$ cat config.mk
export PLATFORM = sky130hd
export DESIGN_NAME = fxq_requant
export DESIGN_NICKNAME = d
export VERILOG_FILES = /design/src/rtl/fxq_pkg.sv /design/src/rtl/fxq_quant.sv /design/src/rtl/fxq_ovf.sv /design/src/rtl/fxq_requant.sv
export SDC_FILE = /design/constraint.sdc
export NUM_CORES = 1
export LEC_CHECK = 0
export BUFFER_PORTS_ARGS = -buffer_cell sky130_fd_sc_hd__buf_4
export CAP_MARGIN = 25
export CORE_ASPECT_RATIO = 0.75
export CORE_UTILIZATION = 38
export CTS_CLUSTER_SIZE = 40
export DETAILED_ROUTE_END_ITERATION = 10
export PLACE_DENSITY = 0.65
export SLEW_MARGIN = 20
export SYNTH_ARGS = -nofsm -noshare
export SYNTH_HDL_FRONTEND = slang
export SYNTH_SLANG_ARGS = --single-unit
$ cat constraint.sdc
create_clock -name clk -period 4.2 [get_ports clk]
set_input_delay 0.63 -clock clk [delete_from_list [all_inputs] [get_ports clk]]
set_output_delay 0.63 -clock clk [all_outputs]
set_load 0.01 [all_outputs]
$ cat src/rtl/fxq_pkg.sv
// Package: shared mode types for the fixed-point requantiser.
// Assumes mode inputs are 3-bit codes; unused codes map to the defaults.
package fxq_pkg;

    typedef enum logic [2:0] {
        QM_FLOOR      = 3'd0,
        QM_HALF_AWAY  = 3'd1,
        QM_HALF_ZERO  = 3'd2,
        QM_CHOP_ZERO  = 3'd3,
        QM_HALF_DOWN  = 3'd4,
        QM_HALF_EVEN  = 3'd5
    } qmode_e;

    typedef enum logic [2:0] {
        OM_WRAP       = 3'd0,
        OM_CLAMP      = 3'd1,
        OM_CLAMP_ZERO = 3'd2,
        OM_CLAMP_SYM  = 3'd3
    } omode_e;

    // Map a raw rounding code to its policy, unused codes to floor.
    function automatic qmode_e decode_qmode(input logic [2:0] code);
        case (code)
            3'd1:    return QM_HALF_AWAY;
            3'd2:    return QM_HALF_ZERO;
            3'd3:    return QM_CHOP_ZERO;
            3'd4:    return QM_HALF_DOWN;
            3'd5:    return QM_HALF_EVEN;
            default: return QM_FLOOR;
        endcase
    endfunction

    // Map a raw overflow code to its policy, unused codes to wrap.
    function automatic omode_e decode_omode(input logic [2:0] code);
        case (code)
            3'd1:    return OM_CLAMP;
            3'd2:    return OM_CLAMP_ZERO;
            3'd3:    return OM_CLAMP_SYM;
            default: return OM_WRAP;
        endcase
    endfunction

endpackage

$ cat src/rtl/fxq_quant.sv
// Module: fxq_quant
// Re-aligns a signed value by SHIFT fraction bits. When SHIFT > 0 the low
// SHIFT bits are dropped and the kept part is incremented according to the
// rounding policy. One extra result bit absorbs the carry. When SHIFT <= 0
// the value is shifted left and no rounding applies.
// Assumes SHIFT < IN_W. Purely combinational.
module fxq_quant
    import fxq_pkg::*;
#(
    parameter int IN_W  = 16,
    parameter int SHIFT = 4,
    parameter int Q_W   = (SHIFT > 0) ? IN_W - SHIFT + 1 : IN_W - SHIFT
) (
    input  logic signed [IN_W-1:0] din,
    input  qmode_e                 mode,
    output logic signed [Q_W-1:0]  dout
);

    generate
        if (SHIFT > 0) begin : g_drop
            localparam logic [SHIFT-1:0] LOW_MASK = {SHIFT{1'b1}} >> 1;

            logic signed [Q_W-1:0] kept;
            logic [SHIFT-1:0]      tail;
            logic                  half_bit;
            logic                  below_half;
            logic                  any_tail;
            logic                  neg;
            logic                  bump;

            // Split the input into the kept floor value and the dropped tail.
            always_comb begin
                kept       = $signed({din[IN_W-1], din[IN_W-1:SHIFT]});
                tail       = din[SHIFT-1:0];
                half_bit   = tail[SHIFT-1];
                below_half = |(tail & LOW_MASK);
                any_tail   = |tail;
                neg        = din[IN_W-1];
            end

            // Decide whether the floor value is moved up by one LSB.
            always_comb begin
                case (mode)
                    QM_HALF_AWAY: bump = half_bit & (~neg | below_half);
                    QM_HALF_ZERO: bump = half_bit & (neg | below_half);
                    QM_CHOP_ZERO: bump = neg & any_tail;
                    QM_HALF_DOWN: bump = half_bit & below_half;
                    QM_HALF_EVEN: bump = half_bit & (below_half | kept[0]);
                    default:      bump = 1'b0;
                endcase
            end

            // Apply the increment in the widened result.
            assign dout = kept + $signed({{(Q_W-1){1'b0}}, bump});
        end else if (SHIFT == 0) begin : g_same
            assign dout = din;
        end else begin : g_grow
            assign dout = $signed({din, {(-SHIFT){1'b0}}});
        end
    endgenerate

endmodule

$ cat src/rtl/fxq_ovf.sv
// Module: fxq_ovf
// Fits a rounded signed value of E_W bits into OUT_WL bits under the chosen
// overflow policy, and reports whether the policy altered the value.
// Assumes E_W > OUT_WL and 0 <= NSAT <= OUT_WL. Purely combinational.
module fxq_ovf
    import fxq_pkg::*;
#(
    parameter int E_W    = 14,
    parameter int OUT_WL = 8,
    parameter int NSAT   = 0
) (
    input  logic signed [E_W-1:0]  din,
    input  omode_e                 mode,
    output logic [OUT_WL-1:0]      dout,
    output logic                   ovf
);

    localparam logic [OUT_WL-1:0] POS_MAX = {1'b0, {(OUT_WL-1){1'b1}}};
    localparam logic [OUT_WL-1:0] NEG_MIN = {1'b1, {(OUT_WL-1){1'b0}}};
    localparam logic [OUT_WL-1:0] NEG_SYM = NEG_MIN | OUT_WL'(1);
    localparam int HEAD_W = E_W - OUT_WL + 1;

    logic [HEAD_W-1:0] head;
    logic              fits;
    logic              sgn;
    logic [OUT_WL-1:0] low;
    logic [OUT_WL-1:0] wrapped;

    // The value fits when every bit from the output sign bit up is equal.
    always_comb begin
        head = din[E_W-1:OUT_WL-1];
        fits = (&head) | ~(|head);
        sgn  = din[E_W-1];
        low  = din[OUT_WL-1:0];
    end

    generate
        if (NSAT == 0) begin : g_plain_wrap
            assign wrapped = low;
        end else begin : g_part_sat
            // Pin the top NSAT bits to the saturated pattern, keep the rest.
            always_comb begin
                for (int i = 0; i < OUT_WL; i++) begin
                    if (fits)                     wrapped[i] = low[i];
                    else if (i == OUT_WL - 1)     wrapped[i] = sgn;
                    else if (i >= OUT_WL - NSAT)  wrapped[i] = ~sgn;
                    else                          wrapped[i] = low[i];
                end
            end
        end
    endgenerate

    // Select the result according to the overflow policy.
    always_comb begin
        case (mode)
            OM_CLAMP:      dout = fits ? low : (sgn ? NEG_MIN : POS_MAX);
            OM_CLAMP_ZERO: dout = fits ? low : '0;
            OM_CLAMP_SYM:  dout = !fits ? (sgn ? NEG_SYM : POS_MAX)
                                        : ((low == NEG_MIN) ? NEG_SYM : low);
            default:       dout = wrapped;
        endcase
    end

    // Flag any case where the delivered value differs from the rounded one.
    assign ovf = !fits || (dout != low);

endmodule

$ cat src/rtl/fxq_requant.sv
// Module: fxq_requant (top)
// Converts a signed input with IN_FRAC fraction bits to a signed OUT_WL-bit
// word with OUT_IWL integer bits. Rounding comes first, then the range
// policy. One register stage sits between input and output. Uses a
// synchronous active-low reset.
// Assumes OUT_WL >= 2, IN_FRAC - (OUT_WL - OUT_IWL) < IN_W, NSAT <= OUT_WL.
module fxq_requant
    import fxq_pkg::*;
#(
    parameter int IN_W    = 16,
    parameter int IN_FRAC = 8,
    parameter int OUT_WL  = 8,
    parameter int OUT_IWL = 4,
    parameter int NSAT    = 0
) (
    input  logic              clk,
    input  logic              rst_n,
    input  logic              in_valid,
    input  logic [IN_W-1:0]   in_data,
    input  logic [2:0]        q_mode,
    input  logic [2:0]        o_mode,
    output logic              out_valid,
    output logic [OUT_WL-1:0] out_data,
    output logic              out_ovf
);

    localparam int OUT_FRAC = OUT_WL - OUT_IWL;
    localparam int SHIFT    = IN_FRAC - OUT_FRAC;
    localparam int Q_W      = (SHIFT > 0) ? IN_W - SHIFT + 1 : IN_W - SHIFT;
    localparam int E_W      = ((Q_W > OUT_WL) ? Q_W : OUT_WL) + 1;
    localparam logic [OUT_WL-1:0] POS_MAX = {1'b0, {(OUT_WL-1){1'b1}}};
    localparam logic [OUT_WL-1:0] NEG_MIN = {1'b1, {(OUT_WL-1){1'b0}}};

    qmode_e                qm;
    omode_e                om;
    logic signed [Q_W-1:0] q_val;
    logic signed [E_W-1:0] q_ext;
    logic [OUT_WL-1:0]     fit_val;
    logic                  fit_ovf;

    // Decode raw mode codes, unused ones fall back to the defaults.
    assign qm = decode_qmode(q_mode);
    assign om = decode_omode(o_mode);

    fxq_quant #(
        .IN_W  (IN_W),
        .SHIFT (SHIFT),
        .Q_W   (Q_W)
    ) u_quant (
        .din  ($signed(in_data)),
        .mode (qm),
        .dout (q_val)
    );

    // Sign-extend the rounded value so the range check always has headroom.
    assign q_ext = E_W'(q_val);

    fxq_ovf #(
        .E_W    (E_W),
        .OUT_WL (OUT_WL),
        .NSAT   (NSAT)
    ) u_ovf (
        .din  (q_ext),
        .mode (om),
        .dout (fit_val),
        .ovf  (fit_ovf)
    );

    // Output stage: strobe always follows, data loads only on valid input.
    always_ff @(posedge clk) begin
        if (!rst_n) begin
            out_valid <= 1'b0;
            out_data  <= '0;
            out_ovf   <= 1'b0;
        end else begin
            out_valid <= in_valid;
            if (in_valid) begin
                out_data <= fit_val;
                out_ovf  <= fit_ovf;
            end
        end
    end


    valid_follow_chk: assert property (@(posedge clk) disable iff (!rst_n)
        rst_n |=> (out_valid == $past(in_valid)));


    data_hold_chk: assert property (@(posedge clk) disable iff (!rst_n)
        (rst_n && !in_valid) |=> ($stable(out_data) && $stable(out_ovf)));


    clamp_limit_chk: assert property (@(posedge clk) disable iff (!rst_n)
        (in_valid && o_mode == 3'd1) |=>
            (!out_ovf || out_data == POS_MAX || out_data == NEG_MIN));


    clamp_zero_chk: assert property (@(posedge clk) disable iff (!rst_n)
        (in_valid && o_mode == 3'd2) |=> (!out_ovf || out_data == '0));


    sym_no_min_chk: assert property (@(posedge clk) disable iff (!rst_n)
        (in_valid && o_mode == 3'd3) |=> (out_data != NEG_MIN));

endmodule

==> results of run 1 <==
==> worst min-delay path by stage <==
stage | slack [ns] | cells past startpoint | start | endpoint
after floorplan | 0.56 | 1 | out_ovf$_SDFFE_PN0P_ | out_ovf$_SDFFE_PN0P_
after global placement | 0.52 | 1 | out_ovf$_SDFFE_PN0P_ | out_ovf$_SDFFE_PN0P_
after detailed placement | 0.52 | 2 | out_data[3]$_SDFFE_PN0P_ | out_data[3]$_SDFFE_PN0P_
after CTS | 0.54 | 2 | out_data[3]$_SDFFE_PN0P_ | out_data[3]$_SDFFE_PN0P_
after global routing | 0.57 | 1 | out_ovf$_SDFFE_PN0P_ | out_ovf$_SDFFE_PN0P_
final | 0.54 | 2 | out_data[3]$_SDFFE_PN0P_ | out_data[3]$_SDFFE_PN0P_
==> flip-flops by register name (all words and copies together) (netlist names) <==
register / cells
out_ovf: 1
out_valid: 1
out_data: 8
==> routing by layer <==
metal  vias up  part of all wire  track usage  routed length [um]
met3         4             0.043       0.0506                 105
met2        26              0.45        0.285                1090
li1        545                 -            -                   -
met1       479              0.50        0.262                1220
met5         -                 0            0                   0
met4         0            0.0086       0.0273                  21
==> through the flow <==
stage	setup slack (ns)	instances	utilization	cell area, um^2	hold slack [ns]
after floorplan	0.979	130	-	996	0.564
after global placement	0.752	190	0.524	1250	0.519
after detailed placement	0.617	190	0.524	1250	0.523
after CTS	0.899	194	0.540	1290	0.542
after global routing	0.635	194	0.540	1290	0.569
final	0.910	194	0.540	1290	0.537
==> cell usage in the layout, fill, tap and decap left out, drive strengths merged, types with 3 or more instances in the layout <==
| cell type | instances |
|---|---|
| nand4 | 5 |
| nand3 | 9 |
| o31ai | 8 |
| xor2 | 4 |
| o21ai | 12 |
| nand2b | 5 |
| clkbuf | 4 |
| dfxtp | 10 |
| a21oi | 9 |
| xnor2 | 7 |
| and2 | 3 |
| o22ai | 3 |
| and3 | 3 |
| nor2 | 8 |
| buf | 34 |
| nand2 | 9 |
==> kinds of logic (layout without fill, tap and decap cells) <==
logic type	after synthesis	after routing	synth area share
DFF	10	10	0.201
adders and majority gates	2	2	0.0251
and+or+nand+nor	51	51	0.274
muxes	2	2	0.0201
xor gates and xnor gates	11	11	0.0967
AOI/OAI and AO/OA	44	44	0.332
buffers and inverters	10	40	0.0515
==> power by group through the flow <==
| stage | sequential, uW | clock [uW] | combinational, uW |
|---|---|---|---|
| after floorplan | 112 | 0 | 52.3 |
| after CTS | 107 | 89.2 | 99.5 |
| after global routing | 108 | 96.1 | 110 |
| after global placement | 109 | 0 | 97.7 |
| final | 107 | 86.7 | 99.6 |
| after detailed placement | 109 | 0 | 99.0 |
==> cell type report <==
class / instances / area, um^2 / area share
inverter: 2 / 7.51 / 0.00584
tap: 34 / 42.5 / 0.0331
clock buffer: 4 / 36.3 / 0.0282
multi-input combinational: 110 / 744 / 0.579
timing repair buffer: 34 / 255 / 0.198
sequential: 10 / 200 / 0.156
==> worst min-delay path: cells and delay by family, from the launching register on <==
kind / cells / cell delay [ns]
flip-flops: 1 / 0.32
AO/OA/AOI/OAI: 2 / 0.18
==> results.py, run 1 <==
metrics = {
    "power": {
        "peakVddDrop_v": 0.000154,
        "p_sw_uw": 88.2,
        "power_uw": 293,
        "netSwitchingFraction": 0.301,
        "p_seq_frac": 0.364,
        "powerDensity_nw_per_um2": 228,
        "p_leak_uw": 0.000522,
        "internal_power_uw": 205,
        "combPwrFrac": 0.340,
        "clockPowerShare": 0.296,
    },
    "synthesis": {
        "yosysWarnings": 0,
        "netlist_area_um2": 996,
        "yosysMostFrequentCell": "o21ai_0",
        "synth_edf_count": 0,
        "yosys.area.top_type": "dfxtp_1",
        "ys.flop_type": "dfxtp_1",
        "synth-seq-area-share": 0.201,
        "synth_area_per_cell_um2": 7.66,
        "postSynth.asyncResetShare": 0,
        "synthTopCellsByCount": "o21ai_0 (11), dfxtp_1 (10), nand2_1 (9), nand3_1 (9), o31ai_1 (8)",
        "synth_top_area_frac": 0.201,
        "synth.area.top_cells": "dfxtp_1 (20%), xnor2_1 (6.2%), o31ai_1 (6.0%), o21ai_0 (5.5%), nand3_1 (4.5%)",
        "ys_seq_elements": 10,
        "synth_fp_nets": 157,
        "synth_cell_type_count": 44,
        "syn_inst": 130,
    },
    "setup_path": {
        "worstPathArrival_ns": 3.45,
        "r2r_cells": 3,
        "r2r_start": "out_data[0]$_SDFFE_PN0P_",
        "path_cells": "buf_4 > nor3_1 > o21bai_1 > a21oi_1 > o22ai_1 > o21a_1 > ha_1 > ha_1 > nand3_1 > o21ai_0 > a221o_1 > a211oi_4 > o21a_4 > o21ai_2",
        "r2r_slack_ns": 3.21,
        "crit_path_max_incr_delay_ns": 0.44,
        "cp-startpoint": "in_data[2]",
        "critical_path_class": "input pin to flop",
        "critPathTopFamily": "compound AO/OA/AOI/OAI gates",
        "crit_cells": 14,
        "critical_path_buf_inv_count": 1,
        "r2r-end": "out_data[0]$_SDFFE_PN0P_",
        "worstPathMaxFanout": 9,
        "crit_path_end": "out_data[4]$_SDFFE_PN0P_",
        "start_kind": "input pin",
        "required_ns": 4.36,
        "cp_common_cell": "ha_1",
        "critPathSlowestCell": "a211oi_4",
        "endpoint_kind": "flop",
    },
    "cts": {
        "cts_tree": "yes",
        "cts_max_path_buffers": 2,
        "cts_buffers": 3,
        "cts_resized": 0,
        "cts_hold_buffers": 0,
        "worstSkewPairLatency_ns": 0.27,
        "root_buffer": "clkbuf_4",
        "clk_pin_slew_ns": 0.06,
        "cts_setup_buffers": 0,
        "htreeDepth": 1,
        "cts.sink_count": 10,
    },
    "routing": {
        "first_pass_iters": 4,
        "wl_per_cell_um": 12.6,
        "drt-vias-per-instance": 5.43,
        "vias": 1054,
        "drtAntennaViolNets": 0,
        "drc": 0,
        "drt_wl_total_um": 2440,
        "drt_iter0_markers": 25,
    },
    "sta": {
        "slew_headroom": 0.664,
        "worst_pin_slew_ns": 0.499,
        "period_needed_ns": 3.29,
        "rsz0062_at_grt": "no",
        "max_freq_ghz": 0.304,
        "hold_viol_final": 0,
        "finClkSkew_ns": 0,
        "setup_viol": 0,
        "fin_crit_sh": 0.783,
        "tns_ns": 0,
        "slew_viol_final": 0,
    },
    "floorplan": {
        "rows": 15,
        "core_area_um2": 2380,
        "ios": 35,
        "die-area_um2": 2830,
        "die_w_um": 61.1,
        "die_h_um": 46.3,
        "start_util": 0.418,
    },
    "final_layout": {
        "n_antenna_cell": 0,
        "drive_above_1_share": 0.306,
        "nets": 188,
        "area_growth_syn_to_layout_pct": 29.1,
        "n_fill_cell": 240,
    },
    "hold_path": {
        "hold_class": "flop to flop",
    },
    "flow_run": {
        "max_cap_viol_count": 0,
    },
    "grt": {
        "gr-total-overflow": 0,
        "grt_usage": 0.185,
        "antenna_found_initial": 0,
        "grt_max_degree": 16,
        "grt_pass1_vias": 898,
        "grt_first_pass_wirelength_um": 3860,
    },
    "place": {
        "io_buffers": 34,
        "dp_hpwl_um": 1930,
        "place.gp.congestion": 0.820,
    },
    "run_status": {
        "outcome": "completed",
    },
}
Note: power is estimated with default switching activity, not from simulation.
==> inputs of run 2 (changes only) <==
ABC_AREA = 1   (was not set)
PLACE_DENSITY = 0.67   (was 0.65)
clock period = 2.95 ns   (was 4.2 ns; I/O delays follow)
==> results.py, run 2 <==
metrics = {
    "sta": {
        "slew_headroom": 0.789,
        "setup_viol": 0,
        "worst_pin_slew_ns": 0.314,
        "hold_viol_final": 0,
        "max_freq_ghz": 0.381,
        "setup_ws_ns": 0.326,
        "finClkSkew_ns": 0,
        "period_needed_ns": 2.62,
        "tns_ns": 0,
        "fin_crit_sh": 0.889,
        "slew_viol_final": 0,
        "rsz0062_at_grt": "no",
    },
    "place": {
        "dp_hpwl_um": 2030,
        "place.gp.congestion": 0.853,
        "placed_area_um2": 1260,
        "dp_slack_ns": 0.0627,
        "io_buffers": 34,
    },
    "cts": {
        "clk_pin_slew_ns": 0.08,
        "cts_tree": "yes",
        "cts_hold_buffers": 0,
        "cts.sink_count": 10,
        "cts_buffers": 3,
        "htreeDepth": 1,
        "cts_setup_buffers": 0,
        "cts_resized": 0,
        "root_buffer": "clkbuf_4",
        "worstSkewPairLatency_ns": 0.28,
        "cts_max_path_buffers": 2,
    },
    "setup_path": {
        "cp_common_cell": "nand2_1",
        "worstPathArrival_ns": 2.80,
        "r2r_cells": 2,
        "path_cells": "buf_4 > inv_1 > nand2_1 > nor2_1 > a21oi_1 > a21oi_1 > ha_1 > ha_1 > nand2_1 > nor2_1 > nand3_1 > nand2_1 > nand2_1 > nor2_1 > nand2_1 > nand2_4 > nand2_1 > nand3_1 > nand4_1 > nor2_1 > nor2_1",
        "r2r_slack_ns": 2.31,
        "crit_path_max_incr_delay_ns": 0.24,
        "required_ns": 3.12,
        "r2r-end": "out_data[0]$_SDFFE_PN0P_",
        "worstPathMaxFanout": 6,
        "critical_path_class": "input pin to flop",
        "endpoint_kind": "flop",
        "cp-startpoint": "q_mode[2]",
        "start_kind": "input pin",
        "r2r_start": "out_data[0]$_SDFFE_PN0P_",
        "critPathSlowestCell": "ha_1",
    },
    "synthesis": {
        "synthTopCellsByCount": "nand2_1 (44), nor2_1 (25), inv_1 (21), o21ai_0 (17), nand3_1 (12)",
        "synth.area.top_cells": "dfxtp_1 (21%), nand2_1 (17%), nor2_1 (9.6%), o21ai_0 (8.7%), inv_1 (8.1%)",
        "synth-seq-area-share": 0.206,
        "yosys.area.top_type": "dfxtp_1",
        "synth_top_area_frac": 0.206,
        "postSynth.asyncResetShare": 0,
        "ys_seq_elements": 10,
        "synth_area_per_cell_um2": 5.73,
        "netlist_area_um2": 973,
        "yosysMostFrequentCell": "nand2_1",
        "ys.flop_type": "dfxtp_1",
        "synth_edf_count": 0,
        "synth_cell_type_count": 23,
        "synth_fp_nets": 197,
        "syn_inst": 170,
        "yosysWarnings": 0,
    },
    "routing": {
        "drtAntennaViolNets": 0,
        "drt-vias-per-instance": 4.81,
        "vias": 1149,
        "first_pass_iters": 4,
        "drt_iter0_markers": 58,
        "drt_wl_total_um": 2440,
        "drc": 0,
        "wl_per_cell_um": 10.2,
    },
    "final_layout": {
        "design_area_um2": 1290,
        "final_common_cell": "nand2_1",
        "largestRegisters": "out_data: 8 flops, out_ovf: 1 flops, out_valid: 1 flops",
        "regArea_um2": 200,
        "top_register": "out_data",
        "nets": 233,
        "n_fill_cell": 263,
        "n_antenna_cell": 0,
        "multiInputGateArea_um2": 673,
        "area_growth_syn_to_layout_pct": 32.9,
        "drive_above_1_share": 0.263,
        "largest_reg_flops": 8,
        "final_cell_mix": "nand2_1 (44), buf_4 (34), nor2_1 (25)",
    },
    "floorplan": {
        "core_area_um2": 2360,
        "die_w_um": 60.4,
        "die-area_um2": 2770,
        "rows": 15,
        "ios": 35,
        "die_h_um": 45.8,
        "start_util": 0.412,
    },
    "grt": {
        "grt_usage": 0.192,
        "grt_max_degree": 19,
        "gr-total-overflow": 0,
        "grt_first_pass_wirelength_um": 3870,
        "antenna_found_initial": 0,
        "grt_pass1_vias": 943,
    },
    "hold_path": {
        "hold_start": "rst_n",
        "hold_end": "out_valid$_SDFF_PN0_",
        "hold_depth": 3,
        "hold_class": "input pin to flop",
    },
    "run_status": {
        "outcome": "completed",
    },
    "power": {
        "peakVddDrop_v": 0.000145,
        "powerDensity_nw_per_um2": 324,
        "p_leak_uw": 0.000657,
    },
    "flow_run": {
        "max_cap_viol_count": 0,
    },
}
run 2: changes by cell type after synthesis, moves of 4 or more:
cell      before  now
nand2b_1       5    0
nor2_1         7   25
inv_1          2   21
xnor2_1        7    2
o31ai_1        8    0
xor2_1         4    0
nand3_2        0    4
nand2_1        9   44
a21oi_1        4   11
o21ai_0       11   17
a21oi_2        5    0
run 2: area by class of cell:
cell class | count | share of cell area
Clock buffer | 4 | 0.0280
Inverter | 23 | 0.0667
Multi-Input combinational cell | 134 | 0.520
Sequential cell | 10 | 0.155
Tap cell | 34 | 0.0329
Timing Repair Buffer | 34 | 0.197
run 2: through the flow:
stage / power, uW / util / std cells / hold slack, ns
after floorplan: 230 / - / 170 / 0.524
after global placement: 287 / 0.532 / 235 / 0.471
after detailed placement: 291 / 0.532 / 235 / 0.475
after CTS: 420 / 0.547 / 239 / 0.419
after global routing: 447 / 0.547 / 239 / 0.444
final: 419 / 0.547 / 239 / 0.420
run 2: routing by layer:
metal,part of all wire,vias to the layer above,wire length (um),track usage
met1,0.50,501,1220,0.252
met2,0.45,29,1110,0.308
li1,-,616,-,-
met4,0.0045,0,11,0.0409
met3,0.044,3,108,0.0597
met5,0,-,0,0
run 2: power by group:
group,switching (uW),internal [uW],leakage (uW)
Sequential,4.94,145,0.0000832
Combinational,74.9,63.0,0.000553
Clock,55.6,75.1,0.0000210
Total,135,284,0.000657
run 2: logic make-up after synthesis:
logic type	count (synthesis)	share of synthesized area
AO/OA/AOI/OAI	30	0.165
XOR/XNOR	2	0.0180
adder cells (fa/ha/maj)	2	0.0257
buffers and inverters	26	0.103
flip-flops	10	0.206
AND/OR/NAND/NOR	100	0.483
run 2: critical path: cells and delay by family:
family	cells	cell delay [ns]
compound gates	2	0.21
fa+ha+maj	2	0.46
buf+inv	2	0.18
simple gates	15	1.53
run 2: worst max-delay path by stage:
stage                                          end  slack, ns
after detailed placement  out_data[0]$_SDFFE_PN0P_       0.06
final                     out_data[0]$_SDFFE_PN0P_       0.33
after floorplan           out_data[7]$_SDFFE_PN0P_       0.49
after global placement    out_data[7]$_SDFFE_PN0P_       0.18
after global routing      out_data[4]$_SDFFE_PN0P_      0.008
after CTS                 out_data[0]$_SDFFE_PN0P_       0.35
==> inputs of run 3 (changes only) <==
CTS_BUF_LIST = sky130_fd_sc_hd__clkbuf_4   (was not set)
==> results.py, run 3 (synthesized netlist as in run 2, its figures left out) <==
metrics = {
    "setup_path": {
        "start_kind": "input pin",
        "endpoint_kind": "flop",
        "required_ns": 3.11,
        "worstPathMaxFanout": 6,
        "worstPathArrival_ns": 2.80,
        "critical_path_class": "input pin to flop",
    },
    "sta": {
        "worst_pin_slew_ns": 0.314,
        "fin_crit_sh": 0.893,
        "max_freq_ghz": 0.380,
        "setup_viol": 0,
        "slew_headroom": 0.789,
        "tns_ns": 0,
        "hold_viol_final": 0,
        "rsz0062_at_grt": "no",
        "period_needed_ns": 2.63,
        "finClkSkew_ns": 0,
        "slew_viol_final": 0,
        "hold_slack_ns": 0.430,
    },
    "floorplan": {
        "ios": 35,
        "core_area_um2": 2360,
        "die-area_um2": 2770,
        "die_w_um": 60.4,
        "rows": 15,
        "die_h_um": 45.8,
        "start_util": 0.412,
    },
    "cts": {
        "cts_hold_buffers": 0,
        "cts_buffers": 3,
        "root_buffer": "clkbuf_4",
        "htreeDepth": 1,
        "worstSkewPairLatency_ns": 0.27,
        "cts_tree": "yes",
        "cts.sink_count": 10,
        "cts_setup_buffers": 0,
        "cts_max_path_buffers": 2,
        "clk_pin_slew_ns": 0.07,
        "cts_resized": 0,
    },
    "final_layout": {
        "area_growth_syn_to_layout_pct": 31.9,
        "largest_reg_flops": 8,
        "final_cells": 239,
        "postLayoutCoreUtil": 0.543,
        "nets": 233,
        "n_antenna_cell": 0,
        "final_cell_mix": "nand2_1 (44), buf_4 (34), nor2_1 (25)",
        "final_common_cell": "nand2_1",
        "n_fill_cell": 260,
        "drive_above_1_share": 0.259,
        "largestRegisters": "out_data: 8 flops, out_ovf: 1 flops, out_valid: 1 flops",
        "top_register": "out_data",
    },
    "grt": {
        "gr-total-overflow": 0,
        "grt_usage": 0.189,
        "grt_pass1_vias": 945,
        "grt_first_pass_wirelength_um": 3840,
        "antenna_found_initial": 0,
        "grt_max_degree": 19,
    },
    "power": {
        "p_leak_uw": 0.000651,
        "powerDensity_nw_per_um2": 302,
        "peakVddDrop_v": 0.000169,
        "power_uw": 388,
    },
    "run_status": {
        "outcome": "completed",
    },
    "routing": {
        "drtAntennaViolNets": 0,
        "first_pass_iters": 4,
        "drt_wl_total_um": 2450,
        "drt-vias-per-instance": 4.82,
        "drc": 0,
        "vias": 1153,
        "drt_iter0_markers": 60,
        "wl_per_cell_um": 10.3,
    },
    "place": {
        "io_buffers": 34,
        "dp_hpwl_um": 2030,
        "place.gp.congestion": 0.853,
        "place_inst": 235,
    },
    "flow_run": {
        "max_cap_viol_count": 0,
    },
    "hold_path": {
        "hold_class": "input pin to flop",
    },
}
run 3: worst paths after layout:
kind / startpoint / endpoint / slack, ns / cells past startpoint
worst max-delay path: q_mode[2] / out_data[0]$_SDFFE_PN0P_ / 0.32 / 21
worst min-delay path: rst_n / out_valid$_SDFF_PN0_ / 0.43 / 3
worst max register to register: out_data[0]$_SDFFE_PN0P_ / out_data[0]$_SDFFE_PN0P_ / 2.31 / 2
worst min register to register: out_data[7]$_SDFFE_PN0P_ / out_data[7]$_SDFFE_PN0P_ / 0.49 / 2
run 3: report_power, final:
part	internal (uW)	switching, uW
logic	63.0	75.1
registers	145	5.04
clock network	48.9	50.6
total	257	131
run 3: layout make-up:
type,instances,area [um^2],area share
well taps,34,42.5,0.0331
clock buffers,3,22.5,0.0175
multi-input cells,134,673,0.524
repair buffers,34,255,0.199
inverters,23,86.3,0.0673
flip-flops and latches,10,200,0.156
clock inverters,1,3.75,0.00292
run 3: metrics by stage:
stage               cell area (um^2)  setup slack (ns)
finish                          1280             0.317
global route                    1280           0.00492
CTS                             1280             0.343
detailed placement              1260            0.0627
global placement                1260             0.178
floorplan                        973             0.495
run 3: metal layers:
metal	wire length [um]	up-vias	part of all wire	GRT usage
li1	-	618	-	-
met1	1230	502	0.50	0.250
met2	1100	33	0.45	0.305
met3	126	0	0.051	0.0597
met4	0	0	0	0.0273
met5	0	-	0	0
run 3: worst max-delay path, stage by stage:
cell	delay [ns]
buf_4	0.11
inv_1	0.07
nand2_1	0.07
nor2_1	0.14
a21oi_1	0.09
a21oi_1	0.12
ha_1	0.22
ha_1	0.24
nand2_1	0.07
nor2_1	0.23
nand3_1	0.12
nand2_1	0.11
nand2_1	0.06
nor2_1	0.10
nand2_1	0.10
nand2_4	0.11
nand2_1	0.06
nand3_1	0.10
nand4_1	0.09
nor2_1	0.11
nor2_1	0.05
